===== src/rtl/rfi_clip_pkg.sv =====
package rfi_clip_pkg;
  localparam int TC_SEL_W = 3;
  localparam int K_W      = 3;
  localparam int K_MAX    = 7;

  // window select to shift amount: s+1, saturating at K_MAX
  function automatic logic [K_W-1:0] k_of_sel(input logic [TC_SEL_W-1:0] sel);
    if (int'(sel) >= K_MAX - 1)
      return K_W'(K_MAX);
    else
      return K_W'(int'(sel) + 1);
  endfunction
endpackage


===== src/rtl/rfi_ewma.sv =====
module rfi_ewma #(
  parameter int W   = 13,
  parameter int K_W = 3
) (
  input  logic                clk,
  input  logic                rst,
  input  logic                en,
  input  logic [K_W-1:0]      k,
  input  logic signed [W-1:0] target,
  output logic signed [W-1:0] avg_q
);
  logic signed [W:0]   diff;
  logic signed [W-1:0] step;

  assign diff = (W+1)'(target) - (W+1)'(avg_q);
  assign step = W'(diff >>> k);

  always_ff @(posedge clk) begin
    if (rst)
      avg_q <= '0;
    else if (en)
      avg_q <= avg_q + step;
  end
endmodule


===== src/rtl/rfi_warmup.sv =====
module rfi_warmup #(
  parameter int CW  = 8,
  parameter int K_W = 3
) (
  input  logic           clk,
  input  logic           rst,
  input  logic           step,
  input  logic [K_W-1:0] k,
  output logic           armed
);
  localparam logic [CW-1:0] CNT_MAX = '1;

  logic [CW-1:0] cnt_q;
  logic [CW:0]   limit;

  assign limit = (CW+1)'(1) << k;
  assign armed = {1'b0, cnt_q} >= limit;

  always_ff @(posedge clk) begin
    if (rst)
      cnt_q <= '0;
    else if (step && cnt_q != CNT_MAX)
      cnt_q <= cnt_q + 1'b1;
  end
endmodule


===== src/rtl/rfi_clip_detect.sv =====
module rfi_clip_detect #(
  parameter int DW = 9,
  parameter int FW = 4,
  parameter int BW = 16,
  parameter int MW = DW + FW,
  parameter int SQW = 2 * (MW + 1),
  parameter int VW = SQW - FW
) (
  input  logic signed [DW-1:0] x,
  input  logic signed [MW-1:0] mean,
  input  logic [VW:0]          var_avg,
  input  logic [BW-1:0]        thresh,
  input  logic                 armed,
  output logic                 clip,
  output logic [VW-1:0]        dev_sq_scaled,
  output logic signed [DW-1:0] repl
);
  localparam int PRW = BW + VW + 1;
  localparam int PW  = PRW + FW;

  logic signed [MW:0] x_fp, mean_e, dev;
  logic [MW:0]        mag;
  logic [SQW-1:0]     sq;
  logic [PRW-1:0]     prod;
  logic [PW-1:0]      lhs, rhs;

  assign x_fp   = (MW+1)'(x) <<< FW;
  assign mean_e = (MW+1)'(mean);
  assign dev    = x_fp - mean_e;
  assign mag    = dev[MW] ? (MW+1)'(-dev) : (MW+1)'(dev);
  assign sq     = SQW'(mag) * SQW'(mag);

  assign dev_sq_scaled = sq[SQW-1:FW];

  assign prod = PRW'(thresh) * PRW'(var_avg);
  assign lhs  = PW'(sq);
  assign rhs  = {prod, {FW{1'b0}}};

  assign clip = armed && (thresh != '0) && (lhs > rhs);
  assign repl = mean[MW-1:FW];
endmodule


===== src/rtl/rfi_transient_clipper.sv =====
module rfi_transient_clipper #(
  parameter int DW = 9,
  parameter int FW = 4,
  parameter int BW = 16,
  parameter int CW = 8
) (
  input  logic                           clk,
  input  logic                           rst,
  input  logic                           in_valid,
  input  logic signed [DW-1:0]           in_data,
  input  logic [rfi_clip_pkg::TC_SEL_W-1:0] tc_sel,
  input  logic [BW-1:0]                  thresh,
  output logic                           out_valid,
  output logic signed [DW-1:0]           out_data,
  output logic                           out_clip
);
  import rfi_clip_pkg::*;

  localparam int MW  = DW + FW;
  localparam int SQW = 2 * (MW + 1);
  localparam int VW  = SQW - FW;

  logic                 s1_v;
  logic signed [DW-1:0] s1_x;
  logic [K_W-1:0]       k;
  logic                 armed, clip;
  logic signed [MW-1:0] mean_q, mean_tgt;
  logic signed [VW:0]   var_q, var_tgt;
  logic [VW-1:0]        dsq;
  logic signed [DW-1:0] repl, y;

  assign k = k_of_sel(tc_sel);

  always_ff @(posedge clk) begin
    if (rst) begin
      s1_v <= 1'b0;
      s1_x <= '0;
    end else begin
      s1_v <= in_valid;
      if (in_valid)
        s1_x <= in_data;
    end
  end

  rfi_warmup #(.CW(CW), .K_W(K_W)) i_warmup (
    .clk(clk), .rst(rst), .step(s1_v), .k(k), .armed(armed)
  );

  rfi_clip_detect #(.DW(DW), .FW(FW), .BW(BW)) i_detect (
    .x(s1_x), .mean(mean_q), .var_avg(var_q), .thresh(thresh),
    .armed(armed), .clip(clip), .dev_sq_scaled(dsq), .repl(repl)
  );

  assign y        = clip ? repl : s1_x;
  assign mean_tgt = MW'(y) <<< FW;
  assign var_tgt  = {1'b0, dsq};

  rfi_ewma #(.W(MW), .K_W(K_W)) i_mean (
    .clk(clk), .rst(rst), .en(s1_v), .k(k), .target(mean_tgt), .avg_q(mean_q)
  );

  rfi_ewma #(.W(VW+1), .K_W(K_W)) i_var (
    .clk(clk), .rst(rst), .en(s1_v && !clip), .k(k), .target(var_tgt), .avg_q(var_q)
  );

  always_ff @(posedge clk) begin
    if (rst) begin
      out_valid <= 1'b0;
      out_data  <= '0;
      out_clip  <= 1'b0;
    end else begin
      out_valid <= s1_v;
      out_clip  <= s1_v && clip;
      if (s1_v)
        out_data <= y;
    end
  end
endmodule


===== config.mk =====
export PLATFORM = sky130hd
export DESIGN_NAME = rfi_transient_clipper
export DESIGN_NICKNAME = d
export VERILOG_FILES = /design/src/rtl/rfi_clip_pkg.sv /design/src/rtl/rfi_ewma.sv /design/src/rtl/rfi_warmup.sv /design/src/rtl/rfi_clip_detect.sv /design/src/rtl/rfi_transient_clipper.sv
export SDC_FILE = /design/constraint.sdc
export NUM_CORES = 2
export LEC_CHECK = 0
export BUFFER_PORTS_ARGS = -buffer_cell sky130_fd_sc_hd__buf_2
export CAP_MARGIN = 0
export CORE_ASPECT_RATIO = 1.25
export CORE_MARGIN = 5
export CORE_UTILIZATION = 30
export DETAILED_ROUTE_END_ITERATION = 12
export PLACE_DENSITY = 0.52
export RECOVER_POWER = 50
export REMOVE_ABC_BUFFERS = 1
export SLEW_MARGIN = 30
export SYNTH_ARGS = -nofsm -noshare
export SYNTH_HDL_FRONTEND = slang
export SYNTH_HIERARCHICAL = 1
export SYNTH_SLANG_ARGS = --single-unit

===== constraint.sdc =====
create_clock -name clk -period 34 [get_ports clk]
set_input_delay 1.7 -clock clk [delete_from_list [all_inputs] [get_ports clk]]
set_output_delay 1.7 -clock clk [all_outputs]
set_load 0.01 [all_outputs]

# Yosys cells after proc, flatten, opt, wreduce, memory -nomap -nowiden
# Cells that the tools add are included.
# totals
ff_bits,67
input_bits,31
word_cells,35
# classes
n_addsub,8
n_mul,2
magnitude_cmp,3
n_eq_ne,1
shifts,3
muxes,3
reduce_logical,7
# ops
operator,n
$gt 28x45->1,1
$mul 16x25->41,1
$mul 14x14->28,1
$sub 13x13->14,2
$sshr 26x3->25,1
$sub 25x25->26,1
$add 25x25->25,1
$reduce_bool 16->1,1
$mux 14,1
$neg 14->14,1
$sshr 14x3->13,1
$add 13x13->13,1
$ge 8x9->1,1
$mux 9,1
$shl 1x3->9 const A,1
$add 8x1->8 const B,1
$ne 8x8->1 const B,1
$logic_and 1x1->1,5
$add 3x1->3 const B,1
$ge 3x3->1 const B,1
$mux 3,1
$logic_not 1->1,1

# Logic depth before layout (Yosys ltp)
# logic_depth
word_depth,10
ltp_mapped,72
mapped_depth_nobuf,68

# Cells and area by module
# The synthesis kept the hierarchy.
# modules_own_cells
mod,n_inst,cells_per_inst,area_each_um2,seq_area_each_um2
rfi_clip_detect,1,2329,19667.6,0.0
rfi_ewma (i_var),1,656,4807.1,500.5
rfi_ewma (i_mean),1,274,2089.5,260.2
rfi_transient_clipper,1,86,954.7,420.4
rfi_warmup,1,73,611.8,160.2

# Worst setup path before layout
# OpenSTA, ideal clock, no wires.
# synth_timing
kind,register to register
startpoint,register i_mean.avg_q[0]
endpoint,register i_mean.avg_q[12]
t_arrival_ns,15.480
setup_slack_ns,18.399
stages_incl_launch_ff,62
path_buffers,2
period_less_slack_ns,15.601
cell_sequence,dfxtp_1 clkbuf_1 inv_1 ha_1 nor4bb_1 o31a_1 or2_0 o311a_1 and2_1 and2_1 nor2b_1 a21oi_1 xor2_1 nand2_1 fa_1 fa_1 inv_1 fa_1 (+26 left out) buf_6 mux2_4 ha_1 or4_4 or3_1 o21ba_1 a31o_1 xor2_1 mux2_4 mux4_2 ha_1 and3_1 a21oi_1 o21ai_0 or4_1 a21o_1 mux2i_1 mux2_2
# synth_between
elab_chain_cells,10
# synth_rtl
item,line_no,text
"start, declared",rfi_ewma.sv:10,output logic signed [W-1:0] avg_q
"start signal, assigned",rfi_ewma.sv:22,avg_q <= avg_q + step;
$sub 13x13->14 (*),rfi_clip_detect.sv:29,assign dev = x_fp - mean_e;
$neg 14->14,rfi_clip_detect.sv:30,assign mag = dev[MW] ? (MW+1)'(-dev) : (MW+1)'(dev);
$mux 14 (*),rfi_clip_detect.sv:30,
$mul 14x14->28 (*),rfi_clip_detect.sv:31,assign sq = SQW'(mag) * SQW'(mag);
via dsq[17],rfi_transient_clipper.sv:29,logic [VW-1:0] dsq;
$gt 28x45->1 (*),rfi_clip_detect.sv:39,assign clip = armed && (thresh != '0) && (lhs > rhs);
$logic_and 1x1->1 (*),rfi_clip_detect.sv:39,
via clip,rfi_transient_clipper.sv:26,"logic armed, clip;"
$mux 9 (*),rfi_transient_clipper.sv:54,assign y = clip ? repl : s1_x;
via y[2],rfi_transient_clipper.sv:30,"logic signed [DW-1:0] repl, y;"
$sub 13x13->14 (*),rfi_ewma.sv:15,assign diff = (W+1)'(target) - (W+1)'(avg_q);
$sshr 14x3->13 (*),rfi_ewma.sv:16,assign step = W'(diff >>> k);
$add 13x13->13 (*),rfi_ewma.sv:22,
# Mark *: on every way through the listed nets, which the timed path passes. The rest lies on a longest branch.
# A chain may end at the register's enable or synchronous reset.

# Worst setup path in the final report
# Ends and elaborated chain as after synthesis.

==> impl_metrics.env <==
export IMPL_rsz0062_at_grt="false"
export IMPL_crit_slowest_cell="a2111oi_0"
export IMPL_synth_top_area_share_pct=31.24
export IMPL_dp_slack_ns=16.79
export IMPL_min_to="i_var/avg_q[21]"
export IMPL_postCtsHoldBufs=0
export IMPL_async_reset_ff_share_pct=0
export IMPL_setup_viol=0
export IMPL_max_slew_margin_pct=-26.42
export IMPL_syn_to_final_growth_pct=5.951
export IMPL_rr_endpoint="i_mean/avg_q[12]"
export IMPL_yosysTopAreaCell="fa_1"
export IMPL_synthTopCellsByArea="fa_1 31%, ha_1 14%, inv_1 7.8%"
export IMPL_grt_overflow_total=0
export IMPL_slowest_delay_ns=0.74
export IMPL_finalMaxSlewViolations=80
export IMPL_critical_path_class="flop to flop"
export IMPL_cts_buffer_depth=2
export IMPL_antenna_cells=0
export IMPL_whs_ns=0.5426
export IMPL_fp_dieH_um=352.4
export IMPL_design_area_um2=29800
export IMPL_clkLatencyLatePin_ns=0.37
export IMPL_ys_warn_count=6
export IMPL_ant_nets=0
export IMPL_arrival_ns=18.52
export IMPL_placed_cell_area_um2=29540
export IMPL_layout_drive_gt1_share_pct=5.302
export IMPL_die_area_um2=100000
export IMPL_synth_flop_cell="dfxtp_1"
export IMPL_hold_class="flop to flop"
export IMPL_cts_htree_levels=3
export IMPL_drv_cap=2
export IMPL_finalCritPeriodShare_pct=53.73
export IMPL_vias=22798
export IMPL_grt_max_degree=69
export IMPL_wl_per_cell_um=17.06
export IMPL_dr_first_iter_drc_count=1023
export IMPL_reg2reg_depth=63
export IMPL_violations="capacitance limit, slew limit"
export IMPL_worstPathMaxFanout=17
export IMPL_synthTopCellsByCount="588 x inv_1, 439 x fa_1, 431 x nand2_1"
export IMPL_worst_slack_ns=15.73
export IMPL_nets=4162
export IMPL_fmax_ghz=0.05474
export IMPL_worstPathRequired_ns=34.26
export IMPL_row_count=125
export IMPL_grt_pass1_wl_um=128400
export IMPL_grt_pass1_vias=23915
export IMPL_ioPinCount=42
export IMPL_numPortBuffers=41
export IMPL_min_period_ns=18.27
export IMPL_fillCellCount=9898
export IMPL_hold_viol=0
export IMPL_grt_usage_pct=15.64
export IMPL_dr_pass1_iters=5
export IMPL_avgViaCountPerCell=4.976
export IMPL_hpwl_um=63930
export IMPL_whs_path_depth=2
export IMPL_setup_tns_ns=0
export IMPL_drcViolationCount=0
export IMPL_die_width_um=283.9
export IMPL_tritoncts="built"
export IMPL_root_buffer="clkbuf_16"
export IMPL_wl_um=78160
export IMPL_synth_edff_count=0
export IMPL_gp_congestion=0.9160
export IMPL_seq_area_frac_synth_pct=4.768
export IMPL_ys_types=110
export IMPL_clk_pin_slew_ns=0.06
export IMPL_hold_start="i_var/avg_q[21]"
export IMPL_post_cts_resized=0
export IMPL_clock_sinks=67
export IMPL_synth_cells=3418
export IMPL_post_cts_repair_setup_buffers=0
export IMPL_r2r_setup_slack_ns=15.73
export IMPL_cts_inserted_buffers=9
export IMPL_netlist_area_um2=28130
export IMPL_worst_pin_slew_ns=1.896
export IMPL_yosysMostFrequentCell="inv_1"
export IMPL_cp_start_kind="flop"
export IMPL_antenna_found_initial=0
export IMPL_synth_seq_cells=67
export IMPL_regToRegStartpoint="i_mean/avg_q[0]"
export IMPL_end_kind="flop"
export IMPL_status="finished, violations left"
export IMPL_core_area_um2=93060
export IMPL_start_util_pct=30.23
export IMPL_timing_critical_path_mode_cell="fa_1"
export IMPL_final_setup_skew_ns=0.005712
export IMPL_synth_area_per_cell_um2=8.230
layout by cell type, fill, tap and decap left out, types with 27 or more instances in the layout:
cell      count
nand4_1      29
a211oi_1     27
nor3_1       49
mux2i_1      79
a21o_1       61
ha_1        321
inv_1       588
dfxtp_1      64
buf_2        29
buf_4        34
nand3_1      37
o21a_1       45
and2_1      142
nor2_1      219
xnor2_1      80
o21ai_0      77
nand2_1     429
xor2_1       43
fa_1        439
a21oi_1     132
metal layers:
layer | routed length (um) | up-vias | GRT usage (%)
li1 | - | 10966 | -
met2 | 39610 | 374 | 28.45
met5 | 0 | - | 0
met3 | 2178 | 119 | 1.558
met4 | 2622 | 0 | 4.822
met1 | 33750 | 11339 | 19.49
state kept, by name (all words and copies together), names as in the netlist:
| name | count |
|---|---|
| s1_v | 1 |
| out_data | 9 |
| i_warmup/cnt_q | 8 |
| i_mean/avg_q | 13 |
| i_var/avg_q | 25 |
| out_clip | 1 |
| s1_x | 9 |
| out_valid | 1 |
logic make-up after synthesis:
logic type | after synthesis | synth area share, %
compound gates | 542 | 13.06
flops | 67 | 4.768
simple gates | 1052 | 17.65
buf+inv | 755 | 10.49
mux | 114 | 4.581
xor+xnor | 125 | 3.892
other cells | 3 | 0.04003
fa+ha+maj | 760 | 45.52
stage by stage:
stage               util [%]  cells
floorplan                  -   3280
global placement       31.71   4563
detailed placement     31.75   4565
CTS                    32.07   4581
global route           32.03   4582
finish                 32.03   4582
layout make-up:
cell class | instances | area, um2 | share of cell area (%)
inverter | 603 | 2263 | 7.594
timing repair buffer | 80 | 471.7 | 1.583
multi-input combinational | 2610 | 23910 | 80.23
clock buffer | 10 | 239.0 | 0.8018
clock inverter | 6 | 65.06 | 0.2183
tap | 1206 | 1509 | 5.063
sequential | 67 | 1345 | 4.513
critical path, delay by kind of cell, from the launching register on:
family | cells | cell delay (ns)
DFF | 1 | 0.30
xor gates and xnor gates | 3 | 0.93
muxes | 6 | 1.48
adders and majority gates | 11 | 4.86
buffers and inverters | 6 | 1.72
AOI/OAI and AO/OA | 14 | 3.64
and+or+nand+nor | 23 | 5.23
how the worst max path moves through the flow:
stage	start	to	slack (ns)	cells after the start
after floorplan	i_mean/avg_q[0]	i_mean/avg_q[12]	18.06	59
after global placement	i_mean/avg_q[0]	i_mean/avg_q[12]	16.45	62
after detailed placement	i_mean/avg_q[0]	i_mean/avg_q[12]	16.79	61
after CTS	i_mean/avg_q[0]	i_mean/avg_q[12]	16.72	61
after global routing	i_mean/avg_q[0]	i_mean/avg_q[12]	14.43	63
final	i_mean/avg_q[0]	i_mean/avg_q[12]	15.73	63
Power is left out: the tool's default activity adds up to more than one toggle a clock period on the data nets, which glitch-free logic cannot reach.
